===== src/rtl/can_filt_pkg.sv =====
package can_filt_pkg;
    localparam int HALF_W    = 16;
    localparam int WORD_W    = 2 * HALF_W;
    localparam int ID_W      = 29;
    localparam int STD_ID_W  = 11;
    localparam int STD_CMP_W = STD_ID_W + 2;
    localparam int STD_LSB   = WORD_W - STD_CMP_W;

    typedef struct packed {
        logic [HALF_W-1:0] hi;
        logic [HALF_W-1:0] lo;
    } mask_t;

    typedef struct packed {
        logic              valid;
        logic              accept;
        logic [HALF_W-1:0] hi;
        logic [HALF_W-1:0] lo;
    } res_t;
endpackage


===== src/rtl/can_filt_mask_regs.sv =====
module can_filt_mask_regs
    import can_filt_pkg::*;
(
    input  logic              clk,
    input  logic              rst_n,
    input  logic              wr,
    input  logic              sel,
    input  logic [HALF_W-1:0] wdata,
    output logic [WORD_W-1:0] mask_word
);
    mask_t m_d, m_q;

    always_comb begin
        m_d = m_q;
        if (wr) begin
            if (sel) m_d.lo = wdata;
            else     m_d.hi = wdata;
        end
    end

    always_ff @(posedge clk or negedge rst_n) begin
        if (!rst_n) m_q <= '0;
        else        m_q <= m_d;
    end

    assign mask_word = m_q;
endmodule


===== src/rtl/can_filt_frame_pack.sv =====
module can_filt_frame_pack
    import can_filt_pkg::*;
(
    input  logic              ext,
    input  logic [ID_W-1:0]   id,
    input  logic              srr,
    input  logic              rtr,
    output logic [WORD_W-1:0] in_word,
    output logic [WORD_W-1:0] used
);
    always_comb begin
        if (ext) begin
            in_word = {id[28:18], srr, 1'b1, id[17:15], id[14:0], rtr};
            used    = '1;
        end else begin
            in_word = {id[STD_ID_W-1:0], rtr, 1'b0, {STD_LSB{1'b0}}};
            used    = {{STD_CMP_W{1'b1}}, {STD_LSB{1'b0}}};
        end
    end
endmodule


===== src/rtl/can_filt_bit_cmp.sv =====
module can_filt_bit_cmp
    import can_filt_pkg::*;
(
    input  logic [WORD_W-1:0] in_word,
    input  logic [WORD_W-1:0] buf_word,
    input  logic [WORD_W-1:0] mask_word,
    input  logic [WORD_W-1:0] used,
    output logic              hit,
    output logic [WORD_W-1:0] new_word
);
    logic [WORD_W-1:0] ok;

    for (genvar i = 0; i < WORD_W; i++) begin : g_bit
        logic take;
        assign take        = used[i] & mask_word[i];
        assign ok[i]       = ~used[i] | mask_word[i] | (in_word[i] == buf_word[i]);
        assign new_word[i] = take ? in_word[i] : buf_word[i];
    end

    assign hit = &ok;
endmodule


===== src/rtl/can_mask_filter.sv =====
module can_mask_filter
    import can_filt_pkg::*;
(
    input  logic              clk,
    input  logic              rst_n,
    input  logic              mask_wr,
    input  logic              mask_sel,
    input  logic [15:0]       mask_wdata,
    input  logic              frm_done,
    input  logic              frm_ext,
    input  logic [28:0]       frm_id,
    input  logic              frm_srr,
    input  logic              frm_rtr,
    input  logic [15:0]       buf_hi,
    input  logic [15:0]       buf_lo,
    output logic              res_valid,
    output logic              res_accept,
    output logic [15:0]       res_hi,
    output logic [15:0]       res_lo
);
    logic [WORD_W-1:0] mask_word, in_word, used, new_word, buf_word;
    logic [HALF_W-1:0] mask_hi, mask_lo;
    logic              hit;
    res_t              st_d, st_q;

    assign buf_word = {buf_hi, buf_lo};
    assign mask_hi  = mask_word[WORD_W-1:HALF_W];
    assign mask_lo  = mask_word[HALF_W-1:0];

    can_filt_mask_regs u_mask (
        .clk(clk), .rst_n(rst_n), .wr(mask_wr), .sel(mask_sel),
        .wdata(mask_wdata), .mask_word(mask_word)
    );

    can_filt_frame_pack u_pack (
        .ext(frm_ext), .id(frm_id), .srr(frm_srr), .rtr(frm_rtr),
        .in_word(in_word), .used(used)
    );

    can_filt_bit_cmp u_cmp (
        .in_word(in_word), .buf_word(buf_word), .mask_word(mask_word),
        .used(used), .hit(hit), .new_word(new_word)
    );

    always_comb begin
        st_d       = st_q;
        st_d.valid = frm_done;
        if (frm_done) begin
            st_d.accept = hit;
            if (hit) {st_d.hi, st_d.lo} = new_word;
            else     {st_d.hi, st_d.lo} = buf_word;
        end
    end

    always_ff @(posedge clk or negedge rst_n) begin
        if (!rst_n) st_q <= '0;
        else        st_q <= st_d;
    end

    assign res_valid  = st_q.valid;
    assign res_accept = st_q.accept;
    assign res_hi     = st_q.hi;
    assign res_lo     = st_q.lo;
endmodule


===== config.mk =====
export PLATFORM = sky130hd
export DESIGN_NAME = can_mask_filter
export DESIGN_NICKNAME = d
export VERILOG_FILES = /design/src/rtl/can_filt_pkg.sv /design/src/rtl/can_filt_mask_regs.sv /design/src/rtl/can_filt_frame_pack.sv /design/src/rtl/can_filt_bit_cmp.sv /design/src/rtl/can_mask_filter.sv
export SDC_FILE = /design/constraint.sdc
export NUM_CORES = 1
export LEC_CHECK = 0
export BUFFER_PORTS_ARGS = -buffer_cell sky130_fd_sc_hd__clkbuf_2
export CAP_MARGIN = 40
export CORE_ASPECT_RATIO = 0.6
export CORE_MARGIN = 4
export CORE_UTILIZATION = 54
export CTS_BUF_LIST = sky130_fd_sc_hd__clkbuf_8
export DETAILED_ROUTE_END_ITERATION = 10
export PLACE_DENSITY = 0.83
export SLEW_MARGIN = 0
export SYNTH_ARGS = -nofsm -noshare
export SYNTH_HDL_FRONTEND = slang
export SYNTH_SLANG_ARGS = --single-unit

===== constraint.sdc =====
create_clock -name clk -period 2.25 [get_ports clk]
set_input_delay 0.1125 -clock clk [delete_from_list [all_inputs] [get_ports clk]]
set_output_delay 0.1125 -clock clk [all_outputs]
set_load 0.05 [all_outputs]

Yosys cells after proc, flatten, opt, wreduce, memory -nomap -nowiden
Cells that the tools add are included.
{ "word_totals": {"reg_bits": 66, "input_bits": 85, "out_inout_bits": 34, "elab_cells": 205} }
{ "classes": {"n_eq_ne": 32, "mux": 35, "n_bitwise": 129, "reduce_logical": 3} }
{ "ops": {"columns": ["cell", "count"], "rows": [
  ["$mux 32", 2],
  ["$or 1x1->1", 64],
  ["$eq 1x1->1", 32],
  ["$mux 1", 32],
  ["$reduce_and 32->1", 1],
  ["$not 1->1", 20],
  ["$and 1x1->1", 19],
  ["$mux 19", 1],
  ["$and 1x1->1 const A", 13],
  ["$not 1->1 const A", 13],
  ["$reduce_and 2->1", 2]
]} }

Depth between registers and ports, before layout
Gate-level depths: netlist of the first run.
{ "depth": {"word_depth": 6, "ltp_mapped": 9, "mapped_depth_nobuf": 6} }

By module
Synthesis of the first run repeated with hierarchy kept, for this count alone.
{ "unflattened": {"cells_unflattened": 428, "area_unflattened_um2": 4489.3} }
{ "by_module_without_submodules": {"columns": ["module", "n_inst", "cells_each", "area_each_um2", "seq_area_each_um2"], "rows": [
  ["can_mask_filter", 1, 142, 1567.8, 850.8],
  ["can_filt_mask_regs", 1, 69, 1252.5, 800.8],
  ["can_filt_bit_cmp", 1, 149, 1098.6, 0.0],
  ["can_filt_frame_pack", 1, 68, 570.5, 0.0]
]} }

Least setup slack after synthesis of the first run
Ideal clock, no wire load.
{ "synth_timing": {"kind": "in2reg", "startpoint": "input port frm_ext", "endpoint": "register st_q (netlist bit res_hi[4])", "setup_time_ns": 0.126, "t_arrival_ns": 1.774, "required_time_ns": 2.124, "path_slack_ns": 0.350, "path_stages": 8, "n_path_buf": 2, "cell_sequence": "buf_4 > mux2i_1 > xor2_1 > o22ai_1 > nor4_2 > buf_2 > a31oi_1 > a221o_1"} }
{ "synth_between": {"elab_chain_cells": 6, "elab_cells_between_ends": 107, "cone_classes": "32 x eq/ne; 4 x mux; 70 x bitwise; 1 x reduce/logical"} }
{ "synth_rtl": {"columns": ["element", "line", "source"], "rows": [
  ["from (decl)", "can_mask_filter.sv:10", "input logic frm_ext,"],
  ["$mux 19", "can_filt_frame_pack.sv:12", "if (ext) begin"],
  ["$not 1->1", "can_filt_bit_cmp.sv:16", "assign ok[i] = ~used[i] | mask_word[i] | (in_word[i] == buf_word[i]);"],
  ["$or 1x1->1 (2 in a row)", "can_filt_bit_cmp.sv:16", null],
  ["$reduce_and 32->1", "can_filt_bit_cmp.sv:20", "assign hit = &ok;"],
  ["$mux 32 *", "can_mask_filter.sv:50", "if (hit) {st_d.hi, st_d.lo} = new_word;"],
  ["to (signal assigned)", "can_mask_filter.sv:57", "else st_q <= st_d;"],
  ["to (decl)", "can_mask_filter.sv:24", "res_t st_d, st_q;"]
]} }
Every way passes the cells marked *; elsewhere a longest branch is shown, timed or not.
A chain may end at the register's enable or synchronous reset.

Final worst setup path of the first run
{ "layout_timing": {"startpoint": "register u_mask.m_q (netlist bit u_mask.mask_word[13])", "endpoint": "register st_q (netlist bit res_hi[5])"} }
{ "layout_between": {"elab_chain_cells": 4} }
{ "layout_rtl": {"columns": ["element", "line", "source"], "rows": [
  ["from (decl)", "can_filt_mask_regs.sv:11", "mask_t m_d, m_q;"],
  ["from (signal assigned)", "can_filt_mask_regs.sv:23", "else m_q <= m_d;"],
  ["$or 1x1->1 (2 in a row)", "can_filt_bit_cmp.sv:16", null],
  ["$reduce_and 32->1", "can_filt_bit_cmp.sv:20", null],
  ["$mux 32", "can_mask_filter.sv:50", null]
]} }
No other way between the ends.

==> out/qor.yml, run 1 <==
floorplanning:
  core_area_um2: 7270
  ios: 119
  die_h_um: 75.1
  dieArea_um2: 8990
  rows: 24
  start_util_pct: 55.7
  die_w_um: 120
setup_path:
  cp.required_ns: 2.49
  path_class: "flip-flop to flip-flop"
  worstSetupStartpointType: "flip-flop"
  arrival_ns: 2.37
  cp-end-kind: "flip-flop"
  crit_fanout: 9
timing:
  max_slew_margin_pct: 43.7
  fin_worst_skew_ns: 0.00858
  layout_worst_path_cycle_share_pct: 94.4
  tightestPinTransition_ns: 0.845
  setup_total_negative_slack_ns: 0
  finalMaxSlewViolations: 0
  whs_ns: 0.0180
  finalSetupViolCount: 0
  final-hold-violation-count: 0
  max_freq_ghz: 0.471
  rsz0062_at_grt: "false"
  fin_crit_ns: 2.12
synth:
  synth_top_area_cell: "dfrtp_1"
  synth_nets: 511
  synth_area_um2: 4050
  synthTopCellsByArea: "dfrtp_1 (41%), mux2i_1 (8.9%), mux2_2 (8.3%)"
  yosysUniqueCellTypes: 28
  seq_area_frac_synth_pct: 40.8
  synth_top_area_share_pct: 40.8
  avgSynthCellArea_um2: 9.50
  yosys_warnings: 0
  ys_ff_latch: 66
  synth_cells: 426
routing:
  top_layer_used: "met4"
  drc: 0
  ant_nets: 0
  finalWirelength_um: 12200
  wl_per_cell_um: 18.5
  met2_wirelength_um: 5110
  vias: 4025
  wl_met3_um: 1460
  first_pass_iters: 5
  drt-initial-drc-count: 603
  vias_per_cell: 6.10
  wl_met1_um: 5440
grt:
  first_global_vias: 3777
  overflow: 0
  antenna_found_initial: 0
  grt_usage_pct: 27.7
  grt_max_degree: 67
  grt_first_pass_wirelength_um: 19100
clock_network:
  root_buffer: "clkbuf_8"
  clk_latency_ns: 0.36
  clock_path_buffers: 2
  cts_tree: "yes"
  path_clk_slew_ns: 0.08
  htree_levels: 3
  cts_sinks: 66
  cts_buffers: 9
power:
  total_power_w: 0.00368
  ir_worst_vdd_mv: 0.379
  power-per-cell-area_nw_per_um2: 716
  leakagePower_nw: 2.54
placed_design:
  hpwl_um: 9040
  port_buffers: 118
  gp_congestion: 0.881
flow_run:
  maxCapViolations: 0
finish:
  layout_common_cells: "clkbuf_2 (117), nand2_1 (77), dfrtp_1 (66)"
  final_common_cell: "clkbuf_2"
  drive_gt1_share_pct: 34.0
  multi_input_area_um2: 2260
  antennaDiodeCount: 0
  nFillCells: 551
  ff_latch_area_um2: 1650
  nNetsFinal: 636
  syn2layout_area_growth_pct: 27.0
worst_hold_path:
  hp-class: "input port to flip-flop"
run_status:
  status: "completed"
stage by stage:
| stage | std cells | setup WS [ns] | cell area (um2) | utilization (%) |
|---|---|---|---|---|
| after floorplan | 426 | 0.350 | 4050 | - |
| after global placement | 637 | 0.0253 | 4830 | 66.4 |
| after detailed placement | 637 | 0.00267 | 4830 | 66.4 |
| after CTS | 660 | 0.0966 | 5130 | 70.7 |
| after global routing | 660 | 0.0191 | 5140 | 70.7 |
| final | 660 | 0.127 | 5140 | 70.7 |
final cells by class:
cell class / instances / share of cell area [%]
well taps: 104 / 2.53
multi-input cells: 325 / 44.0
inverters: 3 / 0.219
clock buffers: 12 / 3.21
flip-flops and latches: 66 / 32.1
repair buffers: 146 / 16.5
clock inverters: 4 / 1.41
cells by family after synthesis:
logic type,share of synthesized area [%]
multiplexers,17.5
XOR/XNOR,4.11
flip-flops,40.8
AO/OA/AOI/OAI,18.9
buffers and inverters,4.05
AND/OR/NAND/NOR,14.6
flip-flops by register name, indices dropped and copies added (netlist names):
register and cells:
res_accept 1, res_lo 16, res_valid 1, u_mask.mask_word 32, res_hi 16
cell usage after synthesis:
| library cell | count |
|---|---|
| nand2_1 | 77 |
| dfrtp_1 | 66 |
| nor2_1 | 39 |
| mux2i_1 | 36 |
| a221o_1 | 32 |
| a31oi_1 | 32 |
| mux2_2 | 30 |
| xor2_1 | 16 |
| nor2b_1 | 14 |
| clkbuf_1 | 13 |
| a211oi_1 | 12 |
| buf_2 | 11 |
| a21oi_1 | 8 |
| nand3_1 | 7 |
| o22ai_1 | 7 |
| buf_4 | 5 |
| o2111ai_1 | 4 |
| buf_1 | 3 |
| xnor2_1 | 3 |
| inv_1 | 2 |
| o21ai_0 | 2 |
| and3_1 | 1 |
| inv_2 | 1 |
| mux2_1 | 1 |
| nor4_2 | 1 |
| nor4b_2 | 1 |
| o221ai_1 | 1 |
| o41ai_2 | 1 |
layer usage:
metal / up-vias / track usage [%]
met2: 249 / 42.1
met1: 1935 / 38.6
met3: 29 / 8.41
met5: - / 0
li1: 1812 / -
met4: 0 / 8.63
where the power goes:
group	total, W	internal [W]	switching (W)
clock	0.00118	0.000713	0.000470
sequential	0.00146	0.00132	0.000138
combinational	0.00103	0.000399	0.000633
total	0.00368	0.00244	0.00124
final timing paths:
path	from	endpoint	slack [ns]	cells after the start
max reg2reg	u_mask.mask_word[13]	res_hi[5]	0.13	7
min	mask_wdata[1]	u_mask.mask_word[17]	0.02	2
min reg2reg	res_accept	res_accept	0.49	1
max	u_mask.mask_word[13]	res_hi[5]	0.13	7
max in group asynchronous	rst_n	res_lo[2]	1.21	3
min in group asynchronous	rst_n	res_hi[0]	0.48	3
timing repair:
item / CTS / global route
setup endpoints to repair: 0 / 20
hold endpoints to repair: 75 / 0
gates resized for setup: 0 / 1
hold buffers: 7 / 0
setup buffers: 0 / 0
worst max-delay path: stages (launching register included):
cell       delay [ns]
dfrtp_1          0.39
nor2b_1          0.06
mux2i_1          0.20
o2111ai_1        0.23
o41ai_4          0.49
buf_4            0.26
a31oi_1          0.10
a221o_1          0.27
Note: power is estimated with default switching activity, not from simulation.
==> run 2: changes to the inputs <==
==> constraint.sdc (replaced) <==
create_clock -name clk -period 2.1 [get_ports clk]
set_input_delay 0.105 -clock clk [delete_from_list [all_inputs] [get_ports clk]]
set_output_delay 0.105 -clock clk [all_outputs]
set_load 0.05 [all_outputs]
==> run 2 against run 1 <==
Effect of this change:
- combinational power up 16%
- the run now ends with setup timing left
- fmax fell by 1.6%
- final cell count increased by 1.7%
- design area up 3.3%
- critical path type unchanged
- clock skew is essentially flat
==> out/qor.yml, run 2 (synthesized netlist as in run 1, its figures left out) <==
run_status:
  status: "finished, violations left"
  failed_checks: "setup timing"
power:
  p_comb_share_pct: 30.8
  ir_worst_vdd_mv: 0.490
  power-per-cell-area_nw_per_um2: 725
  leakagePower_nw: 2.62
  p_clk_share_pct: 28.5
  p_int_w: 0.00248
  p_sw_w: 0.00137
  seqPwrFrac_pct: 40.7
  swShare_pct: 35.5
finish:
  syn2layout_area_growth_pct: 31.1
  nNetsFinal: 647
  antennaDiodeCount: 0
  final_area_um2: 5310
  final_common_cell: "clkbuf_2"
  layout_common_cells: "clkbuf_2 (117), nand2_1 (77), dfrtp_1 (66)"
  drive_gt1_share_pct: 35.3
  nFillCells: 538
  largest_reg_flops: 32
  final_cell_count_no_fill: 671
setup_path:
  worst-path-buf-inv: 2
  crit_chain: "nor2b_1, mux2i_1, o2111ai_1, o41ai_4, buf_4, and3_4, clkbuf_16, a221o_1"
  crit_path_top_delay_cell: "dfrtp_1"
  arrival_ns: 2.46
  cp_slowest_stage_delay_ns: 0.46
  worstSetupStartpointType: "flip-flop"
  cpLargestDelayFamily: "compound AO/OA/AOI/OAI gates"
  crit_fanout: 12
  cp.required_ns: 2.40
  cp-end-kind: "flip-flop"
  path_class: "flip-flop to flip-flop"
grt:
  grt_usage_pct: 29.7
  antenna_found_initial: 0
  first_global_vias: 3979
  grt_max_degree: 67
  grt_first_pass_wirelength_um: 20400
  overflow: 0
placed_design:
  hpwl_um: 9190
  gp_congestion: 0.864
  port_buffers: 118
  placedCellCount: 641
  placed_area_um2: 4890
timing:
  max_slew_margin_pct: 71.5
  setup_total_negative_slack_ns: -0.927
  tightestPinTransition_ns: 0.428
  finalMaxSlewViolations: 0
  layout_worst_path_cycle_share_pct: 103
  finalSetupViolCount: 32
  max_freq_ghz: 0.464
  rsz0062_at_grt: "true"
  fin_worst_skew_ns: 0.00863
  final-hold-violation-count: 0
  finalWorstSetupSlack_ns: -0.0569
  fin_crit_ns: 2.16
floorplanning:
  die_h_um: 75.1
  core_area_um2: 7270
  dieArea_um2: 8990
  die_w_um: 120
  ios: 119
  rows: 24
  start_util_pct: 55.7
routing:
  ant_nets: 0
  finalWirelength_um: 13600
  first_pass_iters: 6
  vias_per_cell: 6.28
  drc: 0
  vias: 4215
  wl_per_cell_um: 20.3
  drt-initial-drc-count: 573
clock_network:
  cts_sinks: 66
  cts_buffers: 9
  path_clk_slew_ns: 0.07
  cts_tree: "yes"
  root_buffer: "clkbuf_8"
  clock_path_buffers: 2
  clk_latency_ns: 0.37
  htree_levels: 3
worst_hold_path:
  hp-class: "input port to flip-flop"
flow_run:
  maxCapViolations: 0
## run 2: cell count changes in the layout (fill, tap and decap cells not counted), sizes merged
cell | previous run | this run
bufinv | 2 | 1
buf | 22 | 29
clkinvlp | 1 | 0
clkbuf | 129 | 130
dlygate4sd3 | 7 | 9
inv | 3 | 6
## run 2: final timing paths
check                                    startpoint             endpoint  slack [ns]  depth (start not counted)
worst max-delay path            u_mask.mask_word[9]            res_hi[1]       -0.06                          8
worst min-delay path                  mask_wdata[1]  u_mask.mask_word[1]        0.01                          2
worst max register to register  u_mask.mask_word[9]            res_hi[1]       -0.06                          8
worst min register to register           res_accept           res_accept        0.49                          1
max in group asynchronous                     rst_n           res_accept        1.51                          3
min in group asynchronous                     rst_n           res_lo[13]        0.28                          3
## run 2: power by group through the flow
stage          Sequential [W]  Clock (W)  Combinational [W]
6_report              0.00157    0.00109            0.00119
5_1_grt               0.00158    0.00116            0.00126
4_1_cts               0.00156    0.00110            0.00114
3_5_place_dp          0.00158          0            0.00112
3_3_place_gp          0.00157          0            0.00109
2_1_floorplan         0.00174          0           0.000514
## run 2: area by class of cell
type / instances / area [um2] / area share [%]
Clock inverter: 5 / 46.3 / 0.872
Inverter: 3 / 11.3 / 0.212
Clock buffer: 11 / 151 / 2.85
Sequential cell: 66 / 1650 / 31.1
Multi-Input combinational cell: 325 / 2290 / 43.2
Tap cell: 104 / 130 / 2.45
Timing Repair Buffer: 157 / 1030 / 19.3
## run 2: stage by stage
| stage | hold slack [ns] | setup WS, ns | power [W] | util [%] |
|---|---|---|---|---|
| 6_report | 0.0139 | -0.0569 | 0.00385 | 73.0 |
| 5_1_grt | 0.0162 | -0.113 | 0.00401 | 73.0 |
| 4_1_cts | 0.00169 | 0.0101 | 0.00379 | 71.2 |
| 3_5_place_dp | 0.153 | -0.191 | 0.00270 | 67.4 |
| 3_3_place_gp | 0.148 | -0.189 | 0.00266 | 67.4 |
| 2_1_floorplan | -0.191 | 0.208 | 0.00226 | - |
## run 2: timing repair
action / 4_1_cts / 5_1_grt
buffers inserted: 0 / 2
hold buffers: 8 / 1
hold endpoints to repair: 76 / 1
endpoints found under the setup margin: 0 / 33
gates resized for setup: 0 / 14
## run 2: layer usage
metal	vias up	global-route usage, %	wire [um]
met5	-	0	0
met4	0	7.99	257
met3	39	9.83	1580
met2	301	45.1	5990
met1	2034	41.5	5820
li1	1841	-	-
==> run 3: changes to the inputs <==
--- a/config.mk
+++ b/config.mk
@@ -9,10 +9,9 @@
 export CAP_MARGIN = 40
 export CORE_ASPECT_RATIO = 0.6
 export CORE_MARGIN = 4
-export CORE_UTILIZATION = 54
+export CORE_UTILIZATION = 40
 export CTS_BUF_LIST = sky130_fd_sc_hd__clkbuf_8
 export DETAILED_ROUTE_END_ITERATION = 10
-export PLACE_DENSITY = 0.83
 export SLEW_MARGIN = 0
 export SYNTH_ARGS = -nofsm -noshare
 export SYNTH_HDL_FRONTEND = slang
==> run 3 against run 2 <==
Effect of this change:
- critical path type unchanged
- final cell count grew 5.2%
- largest cell class unchanged
- utilization shrank 19 points
- via count shrank 4.9%
- the run now ends clean
- total power grew 0.88%
==> out/qor.yml, run 3 (synthesized netlist as in run 1, its figures left out) <==
run_status:
  status: "completed"
timing:
  tightestPinTransition_ns: 0.427
  fin_worst_skew_ns: 0.0115
  max_freq_ghz: 0.481
  max_slew_margin_pct: 71.6
  rsz0062_at_grt: "true"
  whs_ns: 0.0199
  final-hold-violation-count: 0
  finalWorstSetupSlack_ns: 0.0210
  finalMaxSlewViolations: 0
  fin_crit_ns: 2.08
  layout_worst_path_cycle_share_pct: 99.0
  finalSetupViolCount: 0
setup_path:
  r2r-end: "res_lo[3]"
  path_class: "flip-flop to flip-flop"
  worstSetupStartpointType: "flip-flop"
  arrival_ns: 2.37
  cp-end-kind: "flip-flop"
  rr_startpoint: "u_mask.mask_word[13]"
  cp.required_ns: 2.39
  crit_fanout: 11
  r2r_slack_ns: 0.02
  reg2reg_depth: 8
routing:
  finalWirelength_um: 13300
  drt-initial-drc-count: 238
  wl_per_cell_um: 18.9
  ant_nets: 0
  first_pass_iters: 5
  vias: 4009
  drc: 0
  vias_per_cell: 5.68
finish:
  utilization_pct: 54.4
  layout_common_cells: "clkbuf_2 (117), nand2_1 (77), dfrtp_1 (65)"
  nFillCells: 934
  largest_reg_flops: 32
  final_area_um2: 5380
  nNetsFinal: 652
  final_common_cell: "clkbuf_2"
  syn2layout_area_growth_pct: 32.8
  antennaDiodeCount: 0
  drive_gt1_share_pct: 36.8
floorplanning:
  dieArea_um2: 11800
  start_util_pct: 41.0
  rows: 28
  die_w_um: 138
  core_area_um2: 9880
  ios: 119
  die_h_um: 85.9
placed_design:
  hpwl_um: 9980
  dp_slack_ns: -0.311
  placed_area_um2: 4990
  gp_congestion: 0.879
  port_buffers: 118
clock_network:
  root_buffer: "clkbuf_8"
  htree_levels: 3
  cts_tree: "yes"
  clk_latency_ns: 0.35
  cts_sinks: 66
  path_clk_slew_ns: 0.07
  clock_path_buffers: 2
  cts_buffers: 9
power:
  seqPwrFrac_pct: 40.3
  ir_worst_vdd_mv: 0.345
  p_int_w: 0.00253
  p_comb_share_pct: 30.6
  p_clk_share_pct: 29.1
  p_sw_w: 0.00135
  swShare_pct: 34.7
  power-per-cell-area_nw_per_um2: 722
  leakagePower_nw: 2.63
grt:
  overflow: 0
  grt_max_degree: 49
  grt_usage_pct: 22.9
  first_global_vias: 3764
  grt_first_pass_wirelength_um: 20500
  antenna_found_initial: 0
flow_run:
  maxCapViolations: 0
worst_hold_path:
  holdPathStages: 3
  hp-class: "input port to flip-flop"
  hp-start: "mask_wdata[15]"
  hold_end: "u_mask.mask_word[31]"
==> run 3: power by group through the flow <==
stage	clock network (W)	logic, W	registers, W
finish	0.00113	0.00119	0.00156
global route	0.00121	0.00128	0.00159
CTS	0.00115	0.00118	0.00156
detailed placement	0	0.00115	0.00158
global placement	0	0.00113	0.00158
floorplan	0	0.000514	0.00174
==> run 3: metal layers <==
metal | up-vias | share of wire [%] | track usage, %
met1 | 1961 | 48 | 34.9
met5 | - | 0 | 0
met4 | 0 | 0.71 | 4.22
li1 | 1851 | - | -
met3 | 14 | 9.4 | 6.80
met2 | 183 | 42 | 32.1
==> run 3: cell type report <==
| class | count | area [um2] | share of cell area (%) |
|---|---|---|---|
| clock inverters | 3 | 38.8 | 0.722 |
| multi-input cells | 325 | 2290 | 42.6 |
| well taps | 135 | 169 | 3.14 |
| repair buffers | 162 | 1050 | 19.5 |
| clock buffers | 12 | 165 | 3.07 |
| inverters | 3 | 11.3 | 0.209 |
| flip-flops and latches | 66 | 1650 | 30.7 |
==> run 3: worst max-delay path by stage <==
stage,from,end,slack (ns),cells after the start
finish,u_mask.mask_word[13],res_lo[3],0.02,8
global route,u_mask.mask_word[13],res_hi[4],-0.09,8
CTS,u_mask.mask_word[13],res_hi[0],-0.005,8
detailed placement,frm_ext,res_hi[11],-0.31,9
global placement,frm_ext,res_lo[11],-0.24,9
floorplan,frm_ext,res_hi[4],0.21,8
==> run 3: critical path, cell delays in order (launching register included) <==
cell and delay (ns):
dfrtp_1 0.37, nor2b_1 0.06, mux2i_2 0.24, o2111ai_2 0.22
o41ai_4 0.39, buf_6 0.18, and3_4 0.25, buf_8 0.16
a221o_1 0.14
==> run 3: what timing repair did <==
action	in CTS	in global routing
cloned	2	0
endpoints found under the setup margin	33	33
pin swaps	4	1
hold buffers	7	0
setup buffers	1	1
resized for setup	14	8
endpoints found under the hold margin	24	0
==> run 3: per-stage QoR <==
| step | setup TNS (ns) | instances | power [W] |
|---|---|---|---|
| global route | -1.95 | 706 | 0.00408 |
| finish | 0 | 706 | 0.00388 |
| floorplan | 0 | 426 | 0.00226 |
| detailed placement | -9.04 | 680 | 0.00273 |
| global placement | -6.81 | 680 | 0.00270 |
| CTS | -0.0201 | 705 | 0.00390 |
